==> config.mk <==
export PLATFORM = sky130hd
export DESIGN_NAME = cmd_burst_buffer
export DESIGN_NICKNAME = d
export VERILOG_FILES = /design/src/rtl/cmd_burst_buffer_pkg.sv /design/src/rtl/cmd_burst_buffer_ctrl.sv /design/src/rtl/cmd_burst_buffer_dp.sv /design/src/rtl/cmd_burst_buffer.sv
export SDC_FILE = /design/constraint.sdc
export NUM_CORES = 2
export LEC_CHECK = 0
export CORE_MARGIN = 2
export CORE_UTILIZATION = 30
export CTS_CLUSTER_DIAMETER = 50
export DETAILED_ROUTE_END_ITERATION = 7
export DONT_BUFFER_PORTS = 1
export PLACE_DENSITY = 0.5
export SETUP_SLACK_MARGIN = 0.3
export SLEW_MARGIN = 40
export SYNTH_ARGS = -nofsm -noshare
export SYNTH_HDL_FRONTEND = slang
export SYNTH_SLANG_ARGS = --single-unit
==> constraint.sdc <==
create_clock -name clk -period 5.3 [get_ports clk]
set_clock_uncertainty 0.2 [all_clocks]
set_input_delay 0 -clock clk [delete_from_list [all_inputs] [get_ports clk]]
set_output_delay 0 -clock clk [all_outputs]
set_load 0.01 [all_outputs]
==> src/rtl/cmd_burst_buffer_pkg.sv <==
package cmd_burst_buffer_pkg;
  parameter int ADDR_W = 5;
  parameter int SEL_W  = 2;
  parameter int DATA_W = 14;
  localparam int INSTR_W = ADDR_W + SEL_W + DATA_W;

  typedef struct packed {
    logic [ADDR_W-1:0] addr;
    logic [SEL_W-1:0]  sel;
    logic [DATA_W-1:0] data;
  } instr_t;

  // Strobes from control to datapath
  typedef struct packed {
    logic push;
    logic pop;
    logic flush;
    logic bypass;
  } ctrl_strb_t;
endpackage

==> src/rtl/cmd_burst_buffer_ctrl.sv <==
module cmd_burst_buffer_ctrl
  import cmd_burst_buffer_pkg::*;
#(
  parameter int DEPTH = 128
) (
  input  logic       clk,
  input  logic       rstN,
  input  logic       clearReq,
  input  logic       fifoEnPin,
  input  logic       parallelSel,
  input  logic       hostWr,
  input  logic       cmdReady,
  output logic       hostReady,
  output logic       cmdValid,
  output logic       full,
  output logic       bufMode,
  output ctrl_strb_t strb
);
  localparam int CNT_W = $clog2(DEPTH + 1);

  logic [CNT_W-1:0] count;
  logic             armed;
  logic             isFull;
  logic             isEmpty;

  assign isFull  = (count == CNT_W'(DEPTH));
  assign isEmpty = (count == '0);

  always_comb begin
    if (bufMode) begin
      cmdValid  = !isEmpty && !clearReq;
      hostReady = !isFull && !clearReq;
    end else begin
      cmdValid  = hostWr;
      hostReady = cmdReady;
    end
    strb.bypass = !bufMode;
    strb.flush  = clearReq;
    strb.push   = bufMode && hostWr && !isFull && !clearReq;
    strb.pop    = bufMode && cmdValid && cmdReady;
  end

  assign full = bufMode && isFull;

  always_ff @(posedge clk or negedge rstN) begin
    if (!rstN) begin
      count   <= '0;
      bufMode <= 1'b0;
      armed   <= 1'b1;
    end else begin
      armed <= 1'b0;
      if (armed || clearReq) begin
        bufMode <= fifoEnPin && parallelSel;
      end
      if (clearReq) begin
        count <= '0;
      end else if (strb.push && !strb.pop) begin
        count <= count + 1'b1;
      end else if (strb.pop && !strb.push) begin
        count <= count - 1'b1;
      end
    end
  end
endmodule

==> src/rtl/cmd_burst_buffer_dp.sv <==
module cmd_burst_buffer_dp
  import cmd_burst_buffer_pkg::*;
#(
  parameter int DEPTH = 128
) (
  input  logic       clk,
  input  logic       rstN,
  input  ctrl_strb_t strb,
  input  instr_t     hostInstr,
  output instr_t     cmdInstr
);
  localparam int PTR_W = (DEPTH > 1) ? $clog2(DEPTH) : 1;

  instr_t           mem [DEPTH];
  logic [PTR_W-1:0] wrPtr;
  logic [PTR_W-1:0] rdPtr;

  function automatic logic [PTR_W-1:0] nextPtr(input logic [PTR_W-1:0] p);
    return (p == PTR_W'(DEPTH - 1)) ? '0 : p + 1'b1;
  endfunction

  always_ff @(posedge clk) begin
    if (strb.push) begin
      mem[wrPtr] <= hostInstr;
    end
  end

  always_ff @(posedge clk or negedge rstN) begin
    if (!rstN) begin
      wrPtr <= '0;
      rdPtr <= '0;
    end else if (strb.flush) begin
      wrPtr <= '0;
      rdPtr <= '0;
    end else begin
      if (strb.push) wrPtr <= nextPtr(wrPtr);
      if (strb.pop)  rdPtr <= nextPtr(rdPtr);
    end
  end

  assign cmdInstr = strb.bypass ? hostInstr : mem[rdPtr];
endmodule

==> src/rtl/cmd_burst_buffer.sv <==
module cmd_burst_buffer
  import cmd_burst_buffer_pkg::*;
#(
  parameter int DEPTH = 128
) (
  input  logic              clk,
  input  logic              rstN,
  input  logic              clearReq,
  input  logic              fifoEnPin,
  input  logic              parallelSel,
  input  logic              hostWr,
  input  logic [ADDR_W-1:0] hostAddr,
  input  logic [SEL_W-1:0]  hostSel,
  input  logic [DATA_W-1:0] hostData,
  output logic              hostReady,
  output logic              full,
  output logic              cmdValid,
  input  logic              cmdReady,
  output logic [ADDR_W-1:0] cmdAddr,
  output logic [SEL_W-1:0]  cmdSel,
  output logic [DATA_W-1:0] cmdData
);
  ctrl_strb_t strb;
  instr_t     hostInstr;
  instr_t     cmdInstr;
  logic       bufMode;

  assign hostInstr = '{addr: hostAddr, sel: hostSel, data: hostData};
  assign cmdAddr   = cmdInstr.addr;
  assign cmdSel    = cmdInstr.sel;
  assign cmdData   = cmdInstr.data;

  cmd_burst_buffer_ctrl #(.DEPTH(DEPTH)) u_ctrl (
    .clk(clk), .rstN(rstN), .clearReq(clearReq), .fifoEnPin(fifoEnPin),
    .parallelSel(parallelSel), .hostWr(hostWr), .cmdReady(cmdReady),
    .hostReady(hostReady), .cmdValid(cmdValid), .full(full),
    .bufMode(bufMode), .strb(strb)
  );

  cmd_burst_buffer_dp #(.DEPTH(DEPTH)) u_dp (
    .clk(clk), .rstN(rstN), .strb(strb),
    .hostInstr(hostInstr), .cmdInstr(cmdInstr)
  );
endmodule

==> results_dict.tcl <==
set metrics [dict create \
    grt-ovfl-total 0 \
    crit-reg2reg-launch "u_ctrl.bufMode" \
    synth_top_cells_by_area "sky130_fd_sc_hd__edfxtp_1 (77%), sky130_fd_sc_hd__mux4_2 (16%), sky130_fd_sc_hd__mux2i_1 (1.4%)" \
    max_fclk_mhz 203.3 \
    proportion_of_layout_cells_with_a_drive_suffix_above_1_pct 32.83 \
    gp_routability_congestion 0.8107 \
    slew_violations 0 \
    cts-root-to-sink-buffers 4 \
    die_area_um2 352600 \
    worst_slew_pin_tran_ns 0.9628 \
    clkLatencyLatePin_ns 0.92 \
    total_leakage_power_nw 37.74 \
    worst-path-max-fanout 25 \
    reg2regPathDepth 11 \
    cp_data_arrival_time_ns 4.72 \
    place_ws_ns 0.8286 \
    synth_largest_area_cell "sky130_fd_sc_hd__edfxtp_1" \
    grt_setup_unrepaired "yes" \
    layout.core_utilization_pct 35.84 \
    power.density_nw_per_um2 393.2 \
    via_count 51436 \
    synthesis.yosys.warnings 0 \
    failing_checks "negative hold slack" \
    cts_tree "yes" \
    async_flop_share_pct 0.8850 \
    yosysUniqueCellTypes 69 \
    htree_levels 5 \
    most_common_library_cell_in_the_layout_ignoring_fill_and_taps "sky130_fd_sc_hd__edfxtp_1" \
    hold-path-cell-count 2 \
    run_status "finished, violations left" \
    timing.hold.worst_endpoint "u_dp.mem[4][14]" \
    synth.top_cell.area_share_pct 77.36 \
    final.period_utilization_pct 92.79 \
    numCtsBuffers 323 \
    mappedNetlistNets 4593 \
    worst-r2r-setup-slack_ns 1.59 \
    firstDrtPassIters 6 \
    hold_viol 2 \
    final_antenna_net_count 0 \
    hpwlAfterDp_mm 172.4 \
    io_buffer_count 0 \
    timing_worst_setup_path_type "reg -> out" \
    routed_wl_mm 313.8 \
    first_global_vias 51638 \
    max-cap-violations 0 \
    synthToLayoutAreaGrowth_pct 18.93 \
    placement_rows 216 \
    drt-initial-drc-count 6825 \
    grt_start_max_net_pins 129 \
    slew_headroom_pct 35.82 \
    final_nets 5054 \
    clkSlewWorstSetupHoldPaths_ns 0.06 \
    floorplan.initialDensity_pct 30.14 \
    io_pins 52 \
    layout_min_cycle_time_ns 4.918 \
    placed_cells_incl_taps 9203 \
    synth_flop_cell "sky130_fd_sc_hd__edfxtp_1" \
    synth_sequential_area_ratio_pct 77.93 \
    setup_ws_ns 0.3821 \
    synth.ff_latch_count 2712 \
    globalRouteTotalUtil_pct 17.41 \
    hp-class "in -> reg" \
    synth-edff-count 2688 \
    clkSinkCount 2712 \
    mappedNetlistArea_um2 104300 \
    worstSetupEndpointType "primary output" \
    r2r-end "u_ctrl.count[7]" \
    number_of_antenna_violations_at_the_first_check_in_global_routing 32 \
    avgRoutedWirePerCell_um 31.75 \
    fp.coreArea_um2 346200 \
    startpoint_type "flop" \
    chipHeight_um 593.8 \
    crit_required_ns 5.10 \
    final_cell_count_no_fill 9882 \
    hold_ws_ns -0.003196 \
    vdd.ir_drop.worst_uv 259.3 \
    syn_avg_cell_area_um2 22.90 \
    route.detailed.drc 0 \
    number_of_failing_setup_endpoints_in_the_final_timing_report 0 \
    route.detailed.vias_per_inst 5.205 \
    critical_path.startpoint "u_dp.rdPtr[3]" \
    totalNegativeSetupSlack_ns 0 \
    syn_inst 4556 \
    commonest_cells_after_routing_fill_and_taps_aside "sky130_fd_sc_hd__edfxtp_1 (2,688), sky130_fd_sc_hd__mux4_2 (720), sky130_fd_sc_hd__clkbuf_16 (333)" \
    die_width_um 593.8 \
    hold_path_startpoint "hostSel[0]" \
    clock-root-buffer "sky130_fd_sc_hd__clkbuf_16" \
    grt_first_pass_wirelength_mm 431.2 \
]
==> state kept, by name (all words and copies together), names as in the netlist <==
register        cells
u_ctrl.armed        1
u_ctrl.bufMode      1
u_ctrl.count        8
u_dp.mem         2688
u_dp.rdPtr          7
u_dp.wrPtr          7
==> synth_stat cells (4+ instances only) <==
| master | n |
|---|---|
| sky130_fd_sc_hd__nand2_1 | 98 |
| sky130_fd_sc_hd__o211ai_1 | 5 |
| sky130_fd_sc_hd__a21oi_1 | 69 |
| sky130_fd_sc_hd__buf_6 | 8 |
| sky130_fd_sc_hd__inv_1 | 14 |
| sky130_fd_sc_hd__o22a_1 | 5 |
| sky130_fd_sc_hd__a22oi_1 | 34 |
| sky130_fd_sc_hd__nor2_1 | 169 |
| sky130_fd_sc_hd__o21ai_0 | 49 |
| sky130_fd_sc_hd__a2111oi_0 | 18 |
| sky130_fd_sc_hd__mux2i_1 | 145 |
| sky130_fd_sc_hd__nor3_1 | 15 |
| sky130_fd_sc_hd__a31oi_1 | 8 |
| sky130_fd_sc_hd__ha_1 | 8 |
| sky130_fd_sc_hd__dfrtp_1 | 23 |
| sky130_fd_sc_hd__o31ai_1 | 9 |
| sky130_fd_sc_hd__mux2_2 | 6 |
| sky130_fd_sc_hd__nand2b_1 | 4 |
| sky130_fd_sc_hd__o22ai_1 | 34 |
| sky130_fd_sc_hd__xor2_1 | 5 |
| sky130_fd_sc_hd__o221ai_1 | 28 |
| sky130_fd_sc_hd__buf_1 | 26 |
| sky130_fd_sc_hd__a221oi_1 | 13 |
| sky130_fd_sc_hd__buf_2 | 93 |
| sky130_fd_sc_hd__buf_4 | 33 |
| sky130_fd_sc_hd__clkbuf_1 | 95 |
| sky130_fd_sc_hd__nand3b_1 | 6 |
| sky130_fd_sc_hd__nor2b_1 | 9 |
| sky130_fd_sc_hd__and2_1 | 6 |
| sky130_fd_sc_hd__xnor2_1 | 5 |
| sky130_fd_sc_hd__a22o_1 | 8 |
| sky130_fd_sc_hd__mux4_2 | 720 |
| sky130_fd_sc_hd__nor4_1 | 9 |
| sky130_fd_sc_hd__a211oi_1 | 14 |
| sky130_fd_sc_hd__edfxtp_1 | 2688 |
| sky130_fd_sc_hd__nand3_1 | 19 |
==> worst max path at each step <==
stage,end,slack [ns]
after floorplan,u_dp.mem[69][0],1.13
after global routing,cmdData[1],0.28
after CTS,cmdData[1],0.15
after global placement,cmdData[1],0.68
after detailed placement,cmdData[1],0.83
final,cmdData[6],0.38
==> power breakdown <==
part	switching, mW	total, mW	internal, mW
clock	9.10	22.3	13.2
combinational	1.58	2.83	1.25
sequential	0.0344	23.6	23.6
==> cells by family after synthesis <==
group,count (synthesis),synth area share (%)
compound gates,327,2.139
xor+xnor,10,0.08393
fa+ha+maj,9,0.1151
buf+inv,272,1.266
flops,2712,77.93
mux,871,17.00
other cells,1,0.003594
simple gates,354,1.463
==> worst max-delay path, stage by stage (launching register included) <==
cell                        delay, ns
sky130_fd_sc_hd__dfrtp_4         0.76
sky130_fd_sc_hd__or3b_2          0.74
sky130_fd_sc_hd__buf_4           0.29
sky130_fd_sc_hd__o22ai_1         0.13
sky130_fd_sc_hd__a2111oi_1       0.10
sky130_fd_sc_hd__buf_4           0.19
sky130_fd_sc_hd__nor3_1          0.60
sky130_fd_sc_hd__nor3_4          0.19
sky130_fd_sc_hd__nor3_2          0.47
sky130_fd_sc_hd__buf_4           0.19
sky130_fd_sc_hd__buf_4           0.11
==> area by class of cell <==
type                       instances  area, um2
fill                           31518     222100
sequential                      2712      81330
multi-input combinational       1572      22260
clock buffer                     387       8546
tap                             4578       5728
timing repair buffer             391       3884
clock inverter                   200       2215
inverter                          17      71.32
antenna                           25      62.56
==> stage by stage <==
step / area, um2 / power [mW]
after CTS: 124000 / 49.26
after floorplan: 104300 / 25.78
final: 124100 / 48.80
after global placement: 112000 / 26.46
after global routing: 124100 / 50.18
after detailed placement: 112100 / 26.48
==> per-layer routing <==
| metal | track usage, % | vias to the layer above | routed length, um |
|---|---|---|---|
| met5 | 0 | - | 81 |
| met4 | 4.955 | 12 | 9049 |
| met3 | 2.969 | 454 | 22750 |
| met2 | 27.52 | 2104 | 147200 |
| met1 | 24.72 | 28347 | 134700 |
| li1 | - | 20519 | - |
==> repair_timing <==
item | CTS | global route
hold buffers | 62 | 1
endpoints found under the hold margin | 3070 | 6
endpoints found under the setup margin | 13 | 5
gates resized for setup | 13 | 8
pin swaps | 1 | 0
buffers inserted | 4 | 0
Note: power is estimated with default switching activity, not from simulation.
